## config.mk

```make
export PLATFORM = sky130hd
export DESIGN_NAME = stack_exec_unit
export DESIGN_NICKNAME = d
export VERILOG_FILES = /design/src/rtl/stk_pkg.sv /design/src/rtl/stk_decode.sv /design/src/rtl/stk_alu.sv /design/src/rtl/stk_regbank.sv /design/src/rtl/stack_exec_unit.sv
export SDC_FILE = /design/constraint.sdc
export NUM_CORES = 2
export LEC_CHECK = 0
export ABC_AREA = 0
export BUFFER_PORTS_ARGS = -buffer_cell sky130_fd_sc_hd__clkbuf_2
export CORE_ASPECT_RATIO = 1.25
export CORE_UTILIZATION = 45
export CTS_BUF_LIST = sky130_fd_sc_hd__clkbuf_8
export CTS_CLUSTER_SIZE = 40
export DETAILED_ROUTE_END_ITERATION = 8
export PLACE_DENSITY = 0.71
export SLEW_MARGIN = 0
export SYNTH_ARGS = -nofsm -noshare
export SYNTH_HDL_FRONTEND = slang
export SYNTH_HIERARCHICAL = 1
export SYNTH_SLANG_ARGS = --single-unit
```

## constraint.sdc

```tcl
create_clock -name clk -period 9.6 [get_ports clk]
set_input_delay 1.44 -clock clk [delete_from_list [all_inputs] [get_ports clk]]
set_output_delay 1.44 -clock clk [all_outputs]
set_load 0.005 [all_outputs]
```

## src/rtl/stk_pkg.sv

```systemverilog
package stk_pkg;

   typedef enum logic [2:0] {
      CLS_NONE,
      CLS_BIN,
      CLS_DUP,
      CLS_DIS,
      CLS_XDIS,
      CLS_LPUSH,
      CLS_LPOP,
      CLS_KPUSH
   } stk_cls_e;

   typedef enum logic [1:0] {
      ALU_OR,
      ALU_AND,
      ALU_ADD,
      ALU_SUB
   } stk_alu_e;

   typedef struct packed {
      logic     legal;
      stk_cls_e cls;
      stk_alu_e aop;
      logic [3:0] ridx;
      logic [1:0] need;
      logic     push;
   } stk_dec_t;

endpackage

```

## src/rtl/stk_decode.sv

```systemverilog
module stk_decode
   import stk_pkg::*;
#(
   parameter int LOC_N = 16,
   parameter int CON_N = 12
) (
   input  logic [7:0] op_i,
   output stk_dec_t   dec_o
);
   localparam logic [4:0] LOC_LIM = 5'(LOC_N);
   localparam logic [4:0] CON_LIM = 5'(CON_N);

   if (LOC_N < 1 || LOC_N > 16) begin : g_loc_chk
      $error("stk_decode: LOC_N must be 1..16");
   end
   if (CON_N < 1 || CON_N > 16) begin : g_con_chk
      $error("stk_decode: CON_N must be 1..16");
   end

   logic [4:0] nib;
   assign nib = {1'b0, op_i[3:0]};

   always_comb begin
      dec_o       = '0;
      dec_o.cls   = CLS_NONE;
      dec_o.aop   = ALU_OR;
      dec_o.ridx  = op_i[3:0];
      case (op_i[7:4])
         4'h1: if (nib < CON_LIM) begin
            dec_o.legal = 1'b1;
            dec_o.cls   = CLS_KPUSH;
            dec_o.push  = 1'b1;
         end
         4'h4: case (op_i[3:0])
            4'h0, 4'h1, 4'h4, 4'h5: begin
               dec_o.legal = 1'b1;
               dec_o.cls   = CLS_BIN;
               dec_o.need  = 2'd2;
               dec_o.aop   = (op_i[2:0] == 3'd0) ? ALU_OR  :
                             (op_i[2:0] == 3'd1) ? ALU_AND :
                             (op_i[2:0] == 3'd4) ? ALU_ADD : ALU_SUB;
            end
            4'h8: begin
               dec_o.legal = 1'b1;
               dec_o.cls   = CLS_DUP;
               dec_o.need  = 2'd1;
               dec_o.push  = 1'b1;
            end
            4'h9: begin
               dec_o.legal = 1'b1;
               dec_o.cls   = CLS_DIS;
               dec_o.need  = 2'd1;
            end
            4'hB: begin
               dec_o.legal = 1'b1;
               dec_o.cls   = CLS_XDIS;
               dec_o.need  = 2'd2;
            end
            default: ;
         endcase
         4'h6: if (nib < LOC_LIM) begin
            dec_o.legal = 1'b1;
            dec_o.cls   = CLS_LPUSH;
            dec_o.push  = 1'b1;
         end
         4'h7: if (nib < LOC_LIM) begin
            dec_o.legal = 1'b1;
            dec_o.cls   = CLS_LPOP;
            dec_o.need  = 2'd1;
         end
         default: ;
      endcase
   end

endmodule

```

## src/rtl/stk_alu.sv

```systemverilog
module stk_alu
   import stk_pkg::*;
#(
   parameter int W = 32
) (
   input  logic [W-1:0] a_i,
   input  logic [W-1:0] b_i,
   input  logic         cin_i,
   input  stk_alu_e     op_i,
   output logic [W-1:0] y_o
);
   if (W < 2) begin : g_w_chk
      $error("stk_alu: W must be at least 2");
   end

   logic [W-1:0] cin_ext;
   assign cin_ext = {{(W-1){1'b0}}, cin_i};

   always_comb begin
      case (op_i)
         ALU_OR:  y_o = a_i | b_i;
         ALU_AND: y_o = a_i & b_i;
         ALU_ADD: y_o = a_i + b_i + cin_ext;
         default: y_o = a_i - b_i - cin_ext;
      endcase
   end

endmodule

```

## src/rtl/stk_regbank.sv

```systemverilog
module stk_regbank #(
   parameter int W            = 32,
   parameter int N            = 16,
   parameter int AW           = 4,
   parameter bit RST_IS_INDEX = 1'b0
) (
   input  logic          clk,
   input  logic          rst_n,
   input  logic          we_i,
   input  logic [AW-1:0] wa_i,
   input  logic [W-1:0]  wd_i,
   input  logic [AW-1:0] ra_i,
   output logic [W-1:0]  rd_o
);
   if (N < 1 || N > (1 << AW)) begin : g_n_chk
      $error("stk_regbank: N must fit the address width");
   end

   logic [N*W-1:0] flat;

   for (genvar g = 0; g < N; g++) begin : g_ent
      logic [W-1:0] q;
      if (RST_IS_INDEX) begin : g_rst_idx
         always_ff @(posedge clk or negedge rst_n) begin
            if (!rst_n)                       q <= W'(g);
            else if (we_i && wa_i == AW'(g))  q <= wd_i;
         end
      end else begin : g_rst_zero
         always_ff @(posedge clk or negedge rst_n) begin
            if (!rst_n)                       q <= '0;
            else if (we_i && wa_i == AW'(g))  q <= wd_i;
         end
      end
      assign flat[g*W +: W] = q;
   end

   always_comb begin
      rd_o = '0;
      for (int k = 0; k < N; k++) begin
         if (ra_i == AW'(k)) rd_o = flat[k*W +: W];
      end
   end

endmodule

```

## src/rtl/stack_exec_unit.sv

```systemverilog
module stack_exec_unit
   import stk_pkg::*;
#(
   parameter int W     = 32,
   parameter int DEPTH = 16,
   parameter int LOC_N = 16,
   parameter int CON_N = 12,
   localparam int SPW  = $clog2(DEPTH + 1)
) (
   input  logic           clk,
   input  logic           rst_n,
   input  logic           op_valid_i,
   input  logic [7:0]     op_code_i,
   input  logic           cw_en_i,
   input  logic [3:0]     cw_idx_i,
   input  logic [W-1:0]   cw_data_i,
   output logic [W-1:0]   tos_o,
   output logic [SPW-1:0] sp_o,
   output logic           ovf_err_o,
   output logic           unf_err_o,
   output logic           unsup_o
);
   localparam int IW = $clog2(DEPTH);
   localparam logic [SPW-1:0] SP_FULL = SPW'(DEPTH);
   localparam logic [SPW-1:0] SP_ONE  = SPW'(1);
   localparam logic [SPW-1:0] SP_TWO  = SPW'(2);

   if (DEPTH < 2) begin : g_depth_chk
      $error("stack_exec_unit: DEPTH must be at least 2");
   end

   // state
   logic [W-1:0]   stk_q [DEPTH];
   logic [SPW-1:0] sp_q;
   logic           carry_q;
   logic           ovf_q, unf_q, unsup_q;

   // decode
   stk_dec_t dec;
   stk_decode #(.LOC_N(LOC_N), .CON_N(CON_N)) u_dec (
      .op_i  (op_code_i),
      .dec_o (dec)
   );

   // operand fetch
   logic [IW-1:0] top_idx, nxt_idx, push_idx;
   logic [W-1:0]  tos_val, nxt_val, alu_y, loc_rd, con_rd;

   assign top_idx  = IW'(sp_q - SP_ONE);
   assign nxt_idx  = IW'(sp_q - SP_TWO);
   assign push_idx = IW'(sp_q);
   assign tos_val  = (sp_q != '0)    ? stk_q[top_idx] : '0;
   assign nxt_val  = (sp_q >= SP_TWO) ? stk_q[nxt_idx] : '0;

   stk_alu #(.W(W)) u_alu (
      .a_i   (nxt_val),
      .b_i   (tos_val),
      .cin_i (carry_q),
      .op_i  (dec.aop),
      .y_o   (alu_y)
   );

   // fault detection
   logic under, over, op_ok;
   assign under = op_valid_i && dec.legal && (sp_q < SPW'(dec.need));
   assign over  = op_valid_i && dec.legal && !under && dec.push && (sp_q == SP_FULL);
   assign op_ok = op_valid_i && dec.legal && !under && !over;

   // next-state selection
   logic           stk_we, loc_we, clr_carry;
   logic [IW-1:0]  stk_wi;
   logic [W-1:0]   stk_wd;
   logic [SPW-1:0] sp_d;

   always_comb begin
      stk_we    = 1'b0;
      stk_wi    = push_idx;
      stk_wd    = '0;
      sp_d      = sp_q;
      loc_we    = 1'b0;
      clr_carry = 1'b0;
      if (op_ok) begin
         case (dec.cls)
            CLS_BIN: begin
               stk_we    = 1'b1;
               stk_wi    = nxt_idx;
               stk_wd    = alu_y;
               sp_d      = sp_q - SP_ONE;
               clr_carry = (dec.aop == ALU_ADD) || (dec.aop == ALU_SUB);
            end
            CLS_XDIS: begin
               stk_we = 1'b1;
               stk_wi = nxt_idx;
               stk_wd = tos_val;
               sp_d   = sp_q - SP_ONE;
            end
            CLS_DIS:  sp_d = sp_q - SP_ONE;
            CLS_LPOP: begin
               loc_we = 1'b1;
               sp_d   = sp_q - SP_ONE;
            end
            CLS_DUP: begin
               stk_we = 1'b1;
               stk_wd = tos_val;
               sp_d   = sp_q + SP_ONE;
            end
            CLS_LPUSH: begin
               stk_we = 1'b1;
               stk_wd = loc_rd;
               sp_d   = sp_q + SP_ONE;
            end
            CLS_KPUSH: begin
               stk_we = 1'b1;
               stk_wd = con_rd;
               sp_d   = sp_q + SP_ONE;
            end
            default: ;
         endcase
      end
   end

   // register banks
   stk_regbank #(.W(W), .N(LOC_N), .AW(4), .RST_IS_INDEX(1'b0)) u_locals (
      .clk   (clk),
      .rst_n (rst_n),
      .we_i  (loc_we),
      .wa_i  (dec.ridx),
      .wd_i  (tos_val),
      .ra_i  (dec.ridx),
      .rd_o  (loc_rd)
   );

   stk_regbank #(.W(W), .N(CON_N), .AW(4), .RST_IS_INDEX(1'b1)) u_consts (
      .clk   (clk),
      .rst_n (rst_n),
      .we_i  (cw_en_i),
      .wa_i  (cw_idx_i),
      .wd_i  (cw_data_i),
      .ra_i  (dec.ridx),
      .rd_o  (con_rd)
   );

   // sequential state
   always_ff @(posedge clk or negedge rst_n) begin
      if (!rst_n) begin
         for (int i = 0; i < DEPTH; i++) stk_q[i] <= '0;
         sp_q    <= '0;
         carry_q <= 1'b0;
         ovf_q   <= 1'b0;
         unf_q   <= 1'b0;
         unsup_q <= 1'b0;
      end else begin
         if (stk_we)    stk_q[stk_wi] <= stk_wd;
         if (clr_carry) carry_q <= 1'b0;
         sp_q    <= sp_d;
         if (over)  ovf_q <= 1'b1;
         if (under) unf_q <= 1'b1;
         unsup_q <= op_valid_i && !dec.legal;
      end
   end

   assign tos_o     = tos_val;
   assign sp_o      = sp_q;
   assign ovf_err_o = ovf_q;
   assign unf_err_o = unf_q;
   assign unsup_o   = unsup_q;


   sp_bound_chk: assert property (@(posedge clk) disable iff (!rst_n)
      sp_q <= SP_FULL);


   ovf_sticky_chk: assert property (@(posedge clk) disable iff (!rst_n)
      ovf_q |=> ovf_q);


   unf_sticky_chk: assert property (@(posedge clk) disable iff (!rst_n)
      unf_q |=> unf_q);


   under_hold_chk: assert property (@(posedge clk) disable iff (!rst_n)
      (op_valid_i && dec.legal && sp_q == '0 && dec.need != 2'd0) |=> (sp_q == '0) && unf_q);


   over_hold_chk: assert property (@(posedge clk) disable iff (!rst_n)
      (op_valid_i && dec.push && sp_q == SP_FULL) |=> (sp_q == SP_FULL) && ovf_q);


   unsup_hold_chk: assert property (@(posedge clk) disable iff (!rst_n)
      (op_valid_i && !dec.legal) |=> (sp_q == $past(sp_q)) && unsup_o);


   idle_hold_chk: assert property (@(posedge clk) disable iff (!rst_n)
      !op_valid_i |=> (sp_q == $past(sp_q)) && !unsup_o);


   dup_grow_chk: assert property (@(posedge clk) disable iff (!rst_n)
      (op_valid_i && op_code_i == 8'h48 && sp_q != '0 && sp_q != SP_FULL)
      |=> (sp_q == $past(sp_q) + SP_ONE) && (tos_o == $past(tos_o)));


   bin_pop_chk: assert property (@(posedge clk) disable iff (!rst_n)
      (op_valid_i && dec.cls == CLS_BIN && sp_q >= SP_TWO) |=> sp_q == $past(sp_q) - SP_ONE);


   xdis_keep_chk: assert property (@(posedge clk) disable iff (!rst_n)
      (op_valid_i && op_code_i == 8'h4B && sp_q >= SP_TWO) |=> tos_o == $past(tos_o));

endmodule

```

==> impl_metrics.json <==
{
  "io_pins": 88,
  "vias": 54438,
  "postCtsSetupRepairBufs": 0,
  "die_x_um": 380,
  "fmax_ghz": 0.119,
  "synthCells": 6149,
  "grt_use_total": 0.267,
  "critPathRequiredTime_ns": 10.44,
  "floorplan.initialDensity": 0.453,
  "worstMarginPinSlew_ns": 1.38,
  "drt_first_pass_iters": 5,
  "period_needed_ns": 8.39,
  "dpl_cell_area_um2": 82800,
  "hpwlAfterDp_um": 152000,
  "setup_tns_ns": 0,
  "leakage_nw": 39.5,
  "synth_ff_type": "dfrtp_1",
  "powerDensity_nw_per_um2": 266,
  "layout_commonest_cell": "dfrtp_1",
  "multi_input_area_um2": 41900,
  "hold_depth": 1,
  "syn_area_um2": 80500,
  "drc": 0,
  "grt_pass1_wl_um": 366000,
  "wl_met2_um": 115000,
  "antenna_found_initial": 16,
  "drtIter0Drc": 4898,
  "min_period_over_period": 0.874,
  "cp.arrival_ns": 9.24,
  "cts_root_buf": "clkbuf_8",
  "cts_hold_buf": 0,
  "wl_met3_um": 18100,
  "grt_pass1_vias": 56692,
  "seq_area_um2": 35500,
  "drt-wirelength-per-cell_um": 28.2,
  "antenna_left": 0,
  "yosysUniqueCellTypes": 121,
  "stdcell_count": 8590,
  "final_cell_area_um2": 87100,
  "ys_seq_area_frac": 0.441,
  "path_max_fanout": 20,
  "path_class": "reg -> reg",
  "avgViaCountPerCell": 6.34,
  "overflow": 0,
  "die_area_um2": 181000,
  "end_kind": "flip-flop",
  "peakVddDrop_mv": 0.290,
  "synthArstFlopShare": 1.00,
  "hold_path_class": "reg -> reg",
  "rr_worst_depth": 23,
  "synth_edf_count": 0,
  "yosysWarnings": 6,
  "grt_max_degree": 186,
  "synthToLayoutAreaGrowth_pct": 8.27,
  "status": "finished, final reports clean",
  "finalHoldViolations": 0,
  "drt-met1-wl_um": 96700,
  "slew_violations": 0,
  "fill_cells": 15201,
  "maxCapViolations": 0,
  "avgSynthCellArea_um2": 13.1,
  "max-slew-margin-rel": 0.0782,
  "numCtsBuffers": 216,
  "fin_nets": 6238,
  "h-tree-depth": 4,
  "rsz0062_at_grt": "false",
  "drt_wl_total_um": 242000,
  "port-buffer-count": 87,
  "cts_tree": "done",
  "clockBufferDepth": 3,
  "ys_ff_latch": 1416,
  "cts_sinks": 1416,
  "fp.coreArea_um2": 178000,
  "fin_skew_ns": 0.0548,
  "final_cell_mix": "dfrtp_1, mux2_2, mux2_4, mux4_2, clkbuf_8",
  "drive_gt1_frac": 0.388,
  "cts_resized": 0,
  "clock_latency_ns": 1.01,
  "dpl.cell_count": 8198,
  "gp_congestion": 0.915,
  "die_h_um": 475,
  "top_layer": "met5",
  "setup_viol": 0,
  "rows": 173,
  "worst_setup_path_start_kind": "flip-flop",
  "clkTransAtPathRegs_ns": 0.07
}
[cell families after synthesis]
kind of cell	count (synthesis)	synth area share
AO/OA/AOI/OAI	1062	0.0981
XOR/XNOR	63	0.00709
adder cells (fa/ha/maj)	136	0.0215
buffers and inverters	730	0.0461
flip-flops	1416	0.441
multiplexers	2026	0.342
other	1	0.0000466
AND/OR/NAND/NOR	715	0.0448
[state kept, by name (all words and copies together), names as in the netlist]
| signal | count |
|---|---|
| unf_err_o | 1 |
| u_locals/g_ent.q | 512 |
| u_consts/g_ent.q | 384 |
| sp_o | 5 |
| stk_q | 512 |
| ovf_err_o | 1 |
| unsup_o | 1 |
[final timing paths]
check                           slack [ns]                                   to                   from
min in group asynchronous             0.48               stk_q[250]$_DFFE_PN0P_                  rst_n
worst max register to register        1.21                stk_q[89]$_DFFE_PN0P_    sp_o[2]$_DFFE_PN0P_
worst min-delay path                  0.47                unf_err_o$_DFFE_PN0P_  unf_err_o$_DFFE_PN0P_
worst max-delay path                  1.21                stk_q[89]$_DFFE_PN0P_    sp_o[2]$_DFFE_PN0P_
max in group asynchronous             6.66  u_locals/g_ent[11].q[8]$_DFFE_PN0P_                  rst_n
worst min register to register        0.47                unf_err_o$_DFFE_PN0P_  unf_err_o$_DFFE_PN0P_
[critical path, cell delays in order, from the launching register on]
cell and delay, ns:
dfrtp_1 0.77, inv_1 0.30, ha_1 0.42, a21boi_1 0.22, xnor2_2 0.82, buf_4 0.32, buf_4 0.27, nor2b_1 0.12
a211oi_4 0.73, inv_1 0.11, ha_1 0.44, ha_1 0.47, nand4_1 0.21, o31ai_2 0.58, a21o_1 0.30, a41oi_2 0.15
xnor2_1 0.17, a21oi_1 0.17, o21ai_1 0.11, mux2i_1 0.16, o21ai_0 0.11, nand2_1 0.13, o221ai_1 0.56, mux2_1 0.55
[layout make-up]
cell class	instances	share of cell area
antenna	8	0.000230
clock buffer	267	0.0422
clock inverter	117	0.00761
inverter	166	0.00718
multi-input combinational	4004	0.481
sequential	1416	0.407
tap	2362	0.0339
timing repair buffer	250	0.0213
[power by group]
| group | switching, W | internal (W) |
|---|---|---|
| Sequential | 0.000261 | 0.00642 |
| Clock | 0.00246 | 0.00261 |
| Combinational | 0.00721 | 0.00419 |
| Total | 0.00992 | 0.0132 |
[layer usage]
layer,GRT usage,up-vias
met5,0,-
met4,0.131,18
met3,0.0541,652
met2,0.435,2337
met1,0.338,28656
li1,-,22775
[synthesized netlist by cell type (all sizes together), types with 15 or more instances]
| library cell | count | area [µm²] |
|---|---|---|
| a31oi | 32 | 455 |
| o22ai | 85 | 532 |
| nor3 | 27 | 146 |
| xor2 | 23 | 201 |
| nand2b | 31 | 194 |
| nand4 | 19 | 163 |
| o32ai | 38 | 348 |
| buf | 322 | 2170 |
| o21a | 15 | 113 |
| nand3 | 69 | 350 |
| dfrtp | 1396 | 34900 |
| a22oi | 22 | 180 |
| or3 | 21 | 131 |
| a211oi | 50 | 380 |
| mux2 | 1443 | 17600 |
| ha | 132 | 1650 |
| xnor2 | 40 | 369 |
| o221a | 23 | 259 |
| nor2b | 84 | 533 |
| a21o | 28 | 210 |
| mux4 | 326 | 7340 |
| mux2i | 257 | 2570 |
| clkbuf | 242 | 910 |
| o211ai | 17 | 146 |
| dfstp | 20 | 526 |
| inv | 164 | 616 |
| a211o | 25 | 219 |
| o221ai | 53 | 521 |
| nand2 | 139 | 529 |
| o21ai | 246 | 1240 |
| o211a | 24 | 240 |
| a221o | 26 | 260 |
| a221oi | 73 | 752 |
| nor2 | 247 | 935 |
| a21oi | 211 | 1070 |
[per-stage QoR]
stage               setup slack (ns)  utilization  total power (W)  hold WS [ns]
global route                   0.923        0.490           0.0242         0.495
finish                          1.21        0.490           0.0231         0.468
global placement                1.70        0.466           0.0178         0.447
CTS                             1.38        0.490           0.0231         0.473
floorplan                       2.76            -           0.0142         0.451
detailed placement              1.43        0.466           0.0180         0.457
Note: power is estimated with default switching activity, not from simulation.
